`src/rtl/pxa_pkg.sv`:
```
package pxa_pkg;
  localparam int PORT_W  = 16;
  localparam int COLOR_W = 8;
  localparam int MODE_W  = 4;
  localparam int MAX_WORDS = 3;
  localparam int CNT_W   = $clog2(MAX_WORDS + 1);

  localparam logic [MODE_W-1:0] M_IDX1   = 4'd0;
  localparam logic [MODE_W-1:0] M_W565   = 4'd1;
  localparam logic [MODE_W-1:0] M_B888   = 4'd2;
  localparam logic [MODE_W-1:0] M_B565   = 4'd3;
  localparam logic [MODE_W-1:0] M_IDX2   = 4'd4;
  localparam logic [MODE_W-1:0] M_PACK24 = 4'd5;

  typedef struct packed {
    logic [COLOR_W-1:0] r;
    logic [COLOR_W-1:0] g;
    logic [COLOR_W-1:0] b;
    logic [COLOR_W-1:0] idx;
  } pix_t;

  function automatic logic mode_ok(input logic [MODE_W-1:0] m);
    return m <= M_PACK24;
  endfunction

  // Words per group; unsupported codes consume one word each.
  function automatic logic [CNT_W-1:0] words_of(input logic [MODE_W-1:0] m);
    case (m)
      M_B888, M_PACK24: return CNT_W'(3);
      M_B565:           return CNT_W'(2);
      default:          return CNT_W'(1);
    endcase
  endfunction
endpackage

```
`src/rtl/pxa_mode_sel.sv`:
```
module pxa_mode_sel
  import pxa_pkg::*;
(
  input  logic              clk,
  input  logic              rst,
  input  logic              take,
  input  logic              first,
  input  logic              mix,
  input  logic [MODE_W-1:0] pri,
  input  logic [MODE_W-1:0] sec,
  output logic [MODE_W-1:0] cur_mode
);
  logic [MODE_W-1:0] fresh;
  logic [MODE_W-1:0] held;

  assign fresh    = mix ? sec : pri;
  assign cur_mode = first ? fresh : held;

  always_ff @(posedge clk) begin
    if (rst)               held <= '0;
    else if (take && first) held <= fresh;
  end

  // the held mode only moves on the first word of a group
  p_hold_mid_group_r10: assert property (@(posedge clk) disable iff (rst)
    (!first) |=> $stable(held))
    else $error("held mode changed inside a group");
endmodule

```
`src/rtl/pxa_gather.sv`:
```
module pxa_gather
  import pxa_pkg::*;
(
  input  logic              clk,
  input  logic              rst,
  input  logic              pclk_en,
  input  logic              blank_n,
  input  logic [CNT_W-1:0]  need,
  input  logic [PORT_W-1:0] word,
  output logic              first,
  output logic              done,
  output logic [PORT_W-1:0] w0,
  output logic [PORT_W-1:0] w1
);
  logic [CNT_W-1:0] cnt;

  assign first = (cnt == '0);
  assign done  = pclk_en && blank_n && (cnt == need - CNT_W'(1));

  always_ff @(posedge clk) begin
    if (rst) begin
      cnt <= '0;
      w0  <= '0;
      w1  <= '0;
    end else if (pclk_en) begin
      if (!blank_n || done) begin
        cnt <= '0;
      end else begin
        if (first) w0 <= word;
        else       w1 <= word;
        cnt <= cnt + CNT_W'(1);
      end
    end
  end

  // a blanked sample realigns so the next word is a first word
  p_align_r3: assert property (@(posedge clk) disable iff (rst)
    (pclk_en && !blank_n) |=> first)
    else $error("alignment not restarted by blank");

  p_count_bound_r6: assert property (@(posedge clk) disable iff (rst)
    cnt < CNT_W'(MAX_WORDS))
    else $error("word counter out of range");
endmodule

```
`src/rtl/pxa_unpack.sv`:
```
module pxa_unpack
  import pxa_pkg::*;
(
  input  logic [MODE_W-1:0] mode,
  input  logic [PORT_W-1:0] w0,
  input  logic [PORT_W-1:0] w1,
  input  logic [PORT_W-1:0] cur,
  output pix_t              pa,
  output pix_t              pb,
  output logic              two
);
  always_comb begin
    pa  = '0;
    pb  = '0;
    two = 1'b0;
    case (mode)
      M_IDX1: pa.idx = cur[7:0];
      M_W565: begin
        pa.r = {cur[15:11], 3'b000};
        pa.g = {cur[10:5], 2'b00};
        pa.b = {cur[4:0], 3'b000};
      end
      M_B888: begin
        pa.b = w0[7:0];
        pa.g = w1[7:0];
        pa.r = cur[7:0];
      end
      M_B565: begin
        pa.b = {w0[4:0], 3'b000};
        pa.g = {cur[2:0], w0[7:5], 2'b00};
        pa.r = {cur[7:3], 3'b000};
      end
      M_IDX2: begin
        pa.idx = cur[7:0];
        pb.idx = cur[15:8];
        two    = 1'b1;
      end
      M_PACK24: begin
        pa.b = w0[7:0];
        pa.g = w0[15:8];
        pa.r = w1[7:0];
        pb.b = w1[15:8];
        pb.g = cur[7:0];
        pb.r = cur[15:8];
        two  = 1'b1;
      end
      default: ;
    endcase
  end
endmodule

```
`src/rtl/pixel_word_assembler.sv`:
```
module pixel_word_assembler
  import pxa_pkg::*;
(
  input  logic               clk,
  input  logic               rst,
  input  logic               pclk_en,
  input  logic [PORT_W-1:0]  pix_in,
  input  logic               blank_n,
  input  logic               mix_sel,
  input  logic [MODE_W-1:0]  mode_pri,
  input  logic [MODE_W-1:0]  mode_sec,
  output logic               out_valid,
  output logic               out_active,
  output logic [COLOR_W-1:0] out_red,
  output logic [COLOR_W-1:0] out_grn,
  output logic [COLOR_W-1:0] out_blu,
  output logic [COLOR_W-1:0] out_index,
  output logic               mode_err
);
  logic              first, done, two, ok;
  logic [MODE_W-1:0] cur_mode;
  logic [CNT_W-1:0]  need;
  logic [PORT_W-1:0] w0, w1;
  pix_t              pa, pb, pix_q, hold;
  logic              hold_v;

  assign ok   = mode_ok(cur_mode);
  assign need = words_of(cur_mode);

  pxa_mode_sel u_sel (
    .clk(clk), .rst(rst), .take(pclk_en && blank_n), .first(first),
    .mix(mix_sel), .pri(mode_pri), .sec(mode_sec), .cur_mode(cur_mode)
  );

  pxa_gather u_gather (
    .clk(clk), .rst(rst), .pclk_en(pclk_en), .blank_n(blank_n),
    .need(need), .word(pix_in), .first(first), .done(done),
    .w0(w0), .w1(w1)
  );

  pxa_unpack u_unpack (
    .mode(cur_mode), .w0(w0), .w1(w1), .cur(pix_in),
    .pa(pa), .pb(pb), .two(two)
  );

  always_ff @(posedge clk) begin
    if (rst) begin
      out_valid  <= 1'b0;
      out_active <= 1'b0;
      pix_q      <= '0;
      hold       <= '0;
      hold_v     <= 1'b0;
      mode_err   <= 1'b0;
    end else begin
      out_valid <= 1'b0;
      if (pclk_en) begin
        if (!blank_n) begin
          out_valid  <= 1'b1;
          out_active <= 1'b0;
          pix_q      <= '0;
        end else if (!ok) begin
          out_valid  <= 1'b1;
          out_active <= 1'b1;
          pix_q      <= '0;
          mode_err   <= 1'b1;
        end else if (done) begin
          out_valid  <= 1'b1;
          out_active <= 1'b1;
          pix_q      <= pa;
          hold       <= pb;
          hold_v     <= two;
        end
      end else if (hold_v) begin
        out_valid  <= 1'b1;
        out_active <= 1'b1;
        pix_q      <= hold;
        hold_v     <= 1'b0;
      end
    end
  end

  assign out_red   = pix_q.r;
  assign out_grn   = pix_q.g;
  assign out_blu   = pix_q.b;
  assign out_index = pix_q.idx;

  p_blank_zero_r3: assert property (@(posedge clk) disable iff (rst)
    (pclk_en && !blank_n) |=> (out_valid && !out_active && out_red == '0 &&
      out_grn == '0 && out_blu == '0 && out_index == '0))
    else $error("blanked sample not zero");

  p_err_sticky_r11: assert property (@(posedge clk) disable iff (rst)
    mode_err |=> mode_err)
    else $error("error flag cleared without reset");

  p_dot_spacing_r2: assert property (@(posedge clk) disable iff (rst)
    hold_v |-> !pclk_en)
    else $error("sample arrived while second pixel pending");

  p_second_pixel_r8: assert property (@(posedge clk) disable iff (rst)
    hold_v |=> (out_valid && out_active))
    else $error("second pixel not emitted");

  p_idle_r2: assert property (@(posedge clk) disable iff (rst)
    (!pclk_en && !hold_v) |=> !out_valid)
    else $error("output without a sample");
endmodule

```
`config.mk`:
```
export PLATFORM = sky130hd
export DESIGN_NAME = pixel_word_assembler
export DESIGN_NICKNAME = d
export VERILOG_FILES = /design/src/rtl/pxa_pkg.sv /design/src/rtl/pxa_mode_sel.sv /design/src/rtl/pxa_gather.sv /design/src/rtl/pxa_unpack.sv /design/src/rtl/pixel_word_assembler.sv
export SDC_FILE = /design/constraint.sdc
export NUM_CORES = 1
export LEC_CHECK = 0
export BUFFER_PORTS_ARGS = -buffer_cell sky130_fd_sc_hd__buf_4
export CORE_AREA = 2 2 100 102
export DETAILED_ROUTE_END_ITERATION = 10
export DIE_AREA = 0 0 102 104
export PLACE_DENSITY = 0.89
export SKIP_CTS_REPAIR_TIMING = 1
export SLEW_MARGIN = 30
export SYNTH_ARGS = -nofsm -noshare
export SYNTH_HDL_FRONTEND = slang
export SYNTH_SLANG_ARGS = --single-unit
```
`constraint.sdc`:
```
create_clock -name clk -period 3.4 [get_ports clk]
set_input_delay 0.17 -clock clk [delete_from_list [all_inputs] [get_ports clk]]
set_output_delay 0.17 -clock clk [all_outputs]
set_load 0.02 [all_outputs]
```
# Yosys cells after proc, flatten, opt, wreduce, memory -nomap -nowiden
# Cells that the tools add are included.
# op_classes
n_addsub	2
n_mul	0
n_div	0
n_lt_le_gt_ge	1
eq_ne	7
shifts	0
mux	24
n_bitwise	4
n_reduce_logical	18
# op_table
op	n
32-bit two-way mux	5
24-bit case mux with 4 select lines	1
24-bit two-way mux	1
8-bit two-way mux	2
3-bit AND reduction	4
1-bit two-way mux	11
4-bit by 2-bit == test with 1-bit output (second input constant)	2
4-bit by 3-bit == test with 1-bit output (second input constant)	2
4-bit two-way mux	2
2-bit OR reduction	4
4-bit by 1-bit == test with 1-bit output (second input constant)	1
4-bit by 3-bit less-or-equal comparator with 1-bit output (second input constant)	1
4-bit zero test	1
4-bit by 3-bit inequality test with 1-bit output (second input constant)	1
1-bit NOT	4
2-bit case mux with 2 select lines	1
4-bit AND reduction	1
1-bit logical AND	3
2-bit by 1-bit adder with 2-bit output (second input constant)	1
2-bit == test	1
2-bit zero test	1
2-bit two-way mux	1
2-bit AND reduction	1
2-bit nonzero test	1
3 further kinds	3
# totals
register_bits	106
latchBits	0
ramBits	0
rom_bits	0
in_bits	29
wordCells	72
mem_count	0

# Depth between registers and ports, before layout
# logic_depth
ltp_word	12
ltp_mapped	13
ltp_nobuf	9

# Hierarchy
# From an unflattened synthesis, not the netlist that was laid out.
# hier_totals
hier_cells	745
area_unflattened_um2	6338.6
# by_module_without_submodules
mod	instances	cells_per_inst	area_each_um2
pixel_word_assembler	1	450	3772.4
pxa_gather	1	142	1492.7
pxa_unpack	1	125	844.6
pxa_mode_sel	1	28	229.0

# Least setup slack after synthesis
# OpenSTA, ideal clock, no wires.
# synth_timing
path_kind	flip-flop to flip-flop
from	register u_gather.cnt[1]
to	register pix_q, in the netlist out_blu[0]
t_arrival_ns	2.547
required_ns	3.313
slack_ns	0.766
path_stages_with_launch	12
n_path_buf	2
period_less_slack_ns	2.634
cell_sequence	dfxtp_1 > inv_1 > ha_1 > buf_2 > nor2_1 > a21oi_4 > nor3_4 > o21bai_2 > a211oi_4 > o22ai_4 > buf_6 > a221oi_2
# synth_via
elab_chain_cells	10
elab_cells_between_ends	19
# synth_rtl
item	line_no	text
start: declaration	pxa_gather.sv:15	logic [CNT_W-1:0] cnt;
start signal: assignment	pxa_gather.sv:31	cnt <= cnt + CNT_W'(1);
2-bit zero test	pxa_gather.sv:17	assign first = (cnt == '0);
4-bit two-way mux	pxa_mode_sel.sv:17	assign cur_mode = first ? fresh : held;
4-bit by 2-bit == test with 1-bit output / 4-bit by 3-bit == test with 1-bit output (equally long branches)	pxa_pkg.sv:28, pxa_unpack.sv:16	
2-bit OR reduction	pxa_pkg.sv:28	case (m)
2-bit case mux with 2 select lines	pxa_pkg.sv:28	
2-bit by 1-bit subtractor with 2-bit output	pxa_gather.sv:18	assign done = pclk_en && blank_n && (cnt == need - CNT_W'(1));
2-bit == test	pxa_gather.sv:18	
1-bit logical AND	pxa_gather.sv:18	
4-bit by 3-bit inequality test with 1-bit output (no source line)	-	
2-bit AND reduction (no source line)	-	
end signal: assignment	pixel_word_assembler.sv:69	pix_q <= pa;
end signal: assignment	pixel_word_assembler.sv:76	pix_q <= hold;
end: declaration	pixel_word_assembler.sv:24	pix_t pa, pb, pix_q, hold;
# Several ways; a longest one is shown, not always the timed one. The select of a mux whose other input is x is not followed.
# A chain may end at the register's enable or synchronous reset.

# Worst setup path in the final report
# layout_timing
from	register u_gather.cnt[0]
to	register pix_q, in the netlist out_red[0]
# Same word-level chain as after synthesis.

==> summary.md <==
| Metric | Value |
|---|---|
| Outcome | finished, final reports clean |
| Worst flop-to-flop path endpoint | out_red[0]$_SDFFE_PP0P_ |
| Crit-path max FO | 32 |
| Flop pwr share | 49.7% |
| Worst VDD drop | 0.184 mV |
| Final setup violation count | 0 |
| Fin. max-slew vios | 0 |
| Fin. Hold Viols | 0 |
| Dominant synthesized flop cell | dfxtp_1 |
| Dpl cell area | 0.00598 mm^2 |
| All-Layer GR Usage | 28.1% |
| Synthesized area | 0.00548 mm^2 |
| Syn nets | 646 |
| Clk network pwr share | 31.2% |
| Vias | 4802 |
| Reg2reg setup slack | 0.28 ns |
| Crit path buf inv count | 2 |
| CTS H-tree lvls | 3 |
| Hold depth | 3 |
| Fin area | 0.00620 mm^2 |
| Pwr dens | 424 mW/mm^2 |
| Initial Util | 57.3% |
| Final worst setup slack | 0.284 ns |
| CP endpoint kind | flop |
| Skew final | 0.0102 ns |
| Final period util | 91.6% |
| Fmax | 321 MHz |
| CP max stage delay | 0.46 ns |
| Post-Syn Instances | 616 |
| First-pass detailed-route iteration total | 5 |
| Placeable Area | 0.00955 mm^2 |
| CP max stage cell | buf_4 |
| Syn Area/Cell | 8.89 um^2 |
| Final ANT Viol Nets | 0 |
| Global route overflow | 0 |
| Synth Warn # | 0 |
| Int Power | 1.84 mW |
| Clk root buf | clkbuf_8 |
| Min-delay src | blank_n |
| Most area-consuming cells after synthesis | dfxtp_1, mux2i_1, a221oi_2 |
| Met2 usage | 43.1% |
| Clk sink count | 106 |
| LEAKAGE | 2.39 nW |
| R2R Path Start | u_gather.cnt[0]$_SDFFE_PP0P_ |
| Busiest grt layer | met2 |
| First-pass GRT wire length | 23400 um |
| Logic pwr share | 19.1% |
| DRC Markers | 0 |
| Ports | 64 |
| Post-synth ARST share | 0% |
| Tmin final | 3.12 ns |
| Critical path class | flop to flop |
| Reg2Reg Depth | 10 |
| Max clock buf depth | 2 |
| CP arrival | 3.32 ns |
| Switching Power | 786 uW |
| WHS Endpoint | out_active$_SDFFE_PP0P_ |
| Vias in the first global route | 4562 |
| Maximum number of pins on one net before global-route repair | 85 |
| Share of the synthesized area in the top cell type | 38.8% |
| Die area | 0.0106 mm^2 |
| Crit path depth | 10 |
| Slew HR | 43.2% |
| Die Wd | 102 um |
| Critical-path cell list | inv_1 -> ha_2 -> nor2_1 -> a21oi_4 -> and3_1 -> o21bai_2 -> a211o_1 -> nand3_2 -> buf_4 -> a221oi_1 |
| Layout cell share with drive strength beyond 1 | 20.8% |
| Synth cell count leaders | dfxtp_1, a21oi_1, nand2b_1 |
| RePlAce Congestion | 0.939 |
| Final Util | 64.9% |
| Post-synth EDFFs | 0 |
| CP top delay family | compound AO/OA/AOI/OAI gates |
| Vias/cell | 6.06 |
| Clock latency on the worst-skew pair | 0.37 ns |
| Reg clk slew, reported paths | 0.11 ns |
| Yosys reg bits | 106 |
| GR Layer Usage met3 | 6.38% |
| Layout Area Growth over Synthesis | 13.2% |
| Sw frac | 29.9% |
| I/O Buffers | 63 |
| Antenna violations before repair | 0 |
| Setup crit start kind | flop |
| Grt met1 use | 37.8% |
| Chip Height | 104 um |
| Dpl hpwl | 10100 um |
| RSZ-0062 raised after global routing | false |
| Post-synthesis sequential area ratio | 38.8% |
| WL/cell | 18.8 um |
| Hold Path Class | input pin to flop |
| CTS tree | done |
| 1st-iter DRT viols | 486 |
| Nets | 685 |
| Count leader, synth | dfxtp_1 |
| CTS Buf Count | 9 |
| Unique cell type count in the Yosys netlist | 44 |
| Tightest Pin Transition | 0.851 ns |
| Placement row count | 36 |
| Fillers | 772 |
| Antenna diodes | 0 |
| WP data required | 3.61 ns |
| Leading area contributor after synthesis | dfxtp_1 |
| Total Wirelength | 14900 um |
| Pre-CTS WS | 0.0480 ns |
| Max cap viols | 0 |
[power by group through the flow]
stage | registers [mW] | clock network (mW) | logic [mW]
after CTS | 1.31 | 0.827 | 0.491
after global placement | 1.33 | 0 | 0.478
after floorplan | 1.36 | 0 | 0.303
final | 1.31 | 0.821 | 0.502
after global routing | 1.31 | 0.874 | 0.531
after detailed placement | 1.33 | 0 | 0.490
[worst max path at each step]
stage	end	startpoint	slack [ns]
2_1_floorplan	out_blu[0]$_SDFFE_PP0P_	u_gather.cnt[1]$_SDFFE_PP0P_	0.77
3_5_place_dp	u_gather.w0[1]$_SDFFE_PP0P_	u_gather.cnt[0]$_SDFFE_PP0P_	0.05
4_1_cts	u_gather.w0[1]$_SDFFE_PP0P_	u_gather.cnt[0]$_SDFFE_PP0P_	-0.02
6_report	out_red[0]$_SDFFE_PP0P_	u_gather.cnt[0]$_SDFFE_PP0P_	0.28
3_3_place_gp	u_gather.w0[4]$_SDFFE_PP0P_	u_gather.cnt[1]$_SDFFE_PP0P_	0.25
5_1_grt	out_red[0]$_SDFFE_PP0P_	u_gather.cnt[0]$_SDFFE_PP0P_	0.16
[metal layers]
metal,vias to the layer above,routed length [um]
li1,2218,-
met1,2260,5970
met2,284,6950
met3,40,1530
met4,0,498
met5,-,0
[cell families (layout without fill, tap and decap cells)]
family / after synthesis / in the layout / synth area share [%]
AO/OA/AOI/OAI: 168 / 168 / 24.2
adder cells (fa/ha/maj): 1 / 1 / 0.228
buffers and inverters: 111 / 155 / 8.87
flip-flops: 106 / 106 / 38.8
multiplexers: 64 / 64 / 11.8
AND/OR/NAND/NOR: 166 / 166 / 16.1
[cell usage in the layout, fill, tap and decap left out, types with 2 or more instances in the layout]
master,instances
nand3_1,16
a22o_1,10
a221oi_1,15
and2_1,2
nor2b_1,5
a21oi_1,69
nand2_1,43
inv_6,2
nor3_1,3
inv_1,64
a211oi_1,5
and3_1,2
o21ai_0,22
clkinv_4,2
a21oi_4,2
nand2b_1,65
a21o_1,2
clkbuf_8,10
mux2i_1,62
a221oi_2,29
or3_1,2
buf_4,74
o22ai_1,5
dfxtp_1,106
nor2_1,19
mux2i_2,2
nand4_1,2
[metrics by stage]
| stage | hold WS [ns] | TNS, ns | power [mW] | instances |
|---|---|---|---|---|
| 4_1_cts | 0.0670 | -0.0227 | 2.62 | 793 |
| 2_1_floorplan | 0.309 | 0 | 1.66 | 616 |
| 5_1_grt | 0.0778 | 0 | 2.72 | 793 |
| 6_report | 0.0763 | 0 | 2.63 | 793 |
| 3_5_place_dp | 0.450 | 0 | 1.82 | 777 |
| 3_3_place_gp | 0.443 | 0 | 1.81 | 777 |
[area by class of cell]
cell class | count | area (um^2) | area share, %
Clock buffer | 10 | 138 | 2.22
Sequential cell | 106 | 2120 | 34.2
Tap cell | 133 | 166 | 2.68
Inverter | 64 | 240 | 3.87
Multi-Input combinational cell | 399 | 2890 | 46.5
Timing Repair Buffer | 75 | 576 | 9.28
Clock inverter | 6 | 72.6 | 1.17
[worst register-to-register path: stages (launching register included)]
cell and delay, ns:
dfxtp_1 0.37, inv_1 0.12, ha_2 0.37, nor2_1 0.14, a21oi_4 0.33, and3_1 0.38, o21bai_2 0.13, a211o_1 0.38
nand3_2 0.08, buf_4 0.46, a221oi_1 0.20
[registers in the layout (all words and copies together), names as in the netlist]
register      cells
hold             32
hold_v            1
mode_err          1
out_active        1
out_blu           8
out_grn           8
out_index         8
out_red           8
out_valid         1
u_gather.cnt      2
u_gather.w0      16
u_gather.w1      16
u_sel.held        4
Note: power is estimated with default switching activity, not from simulation.
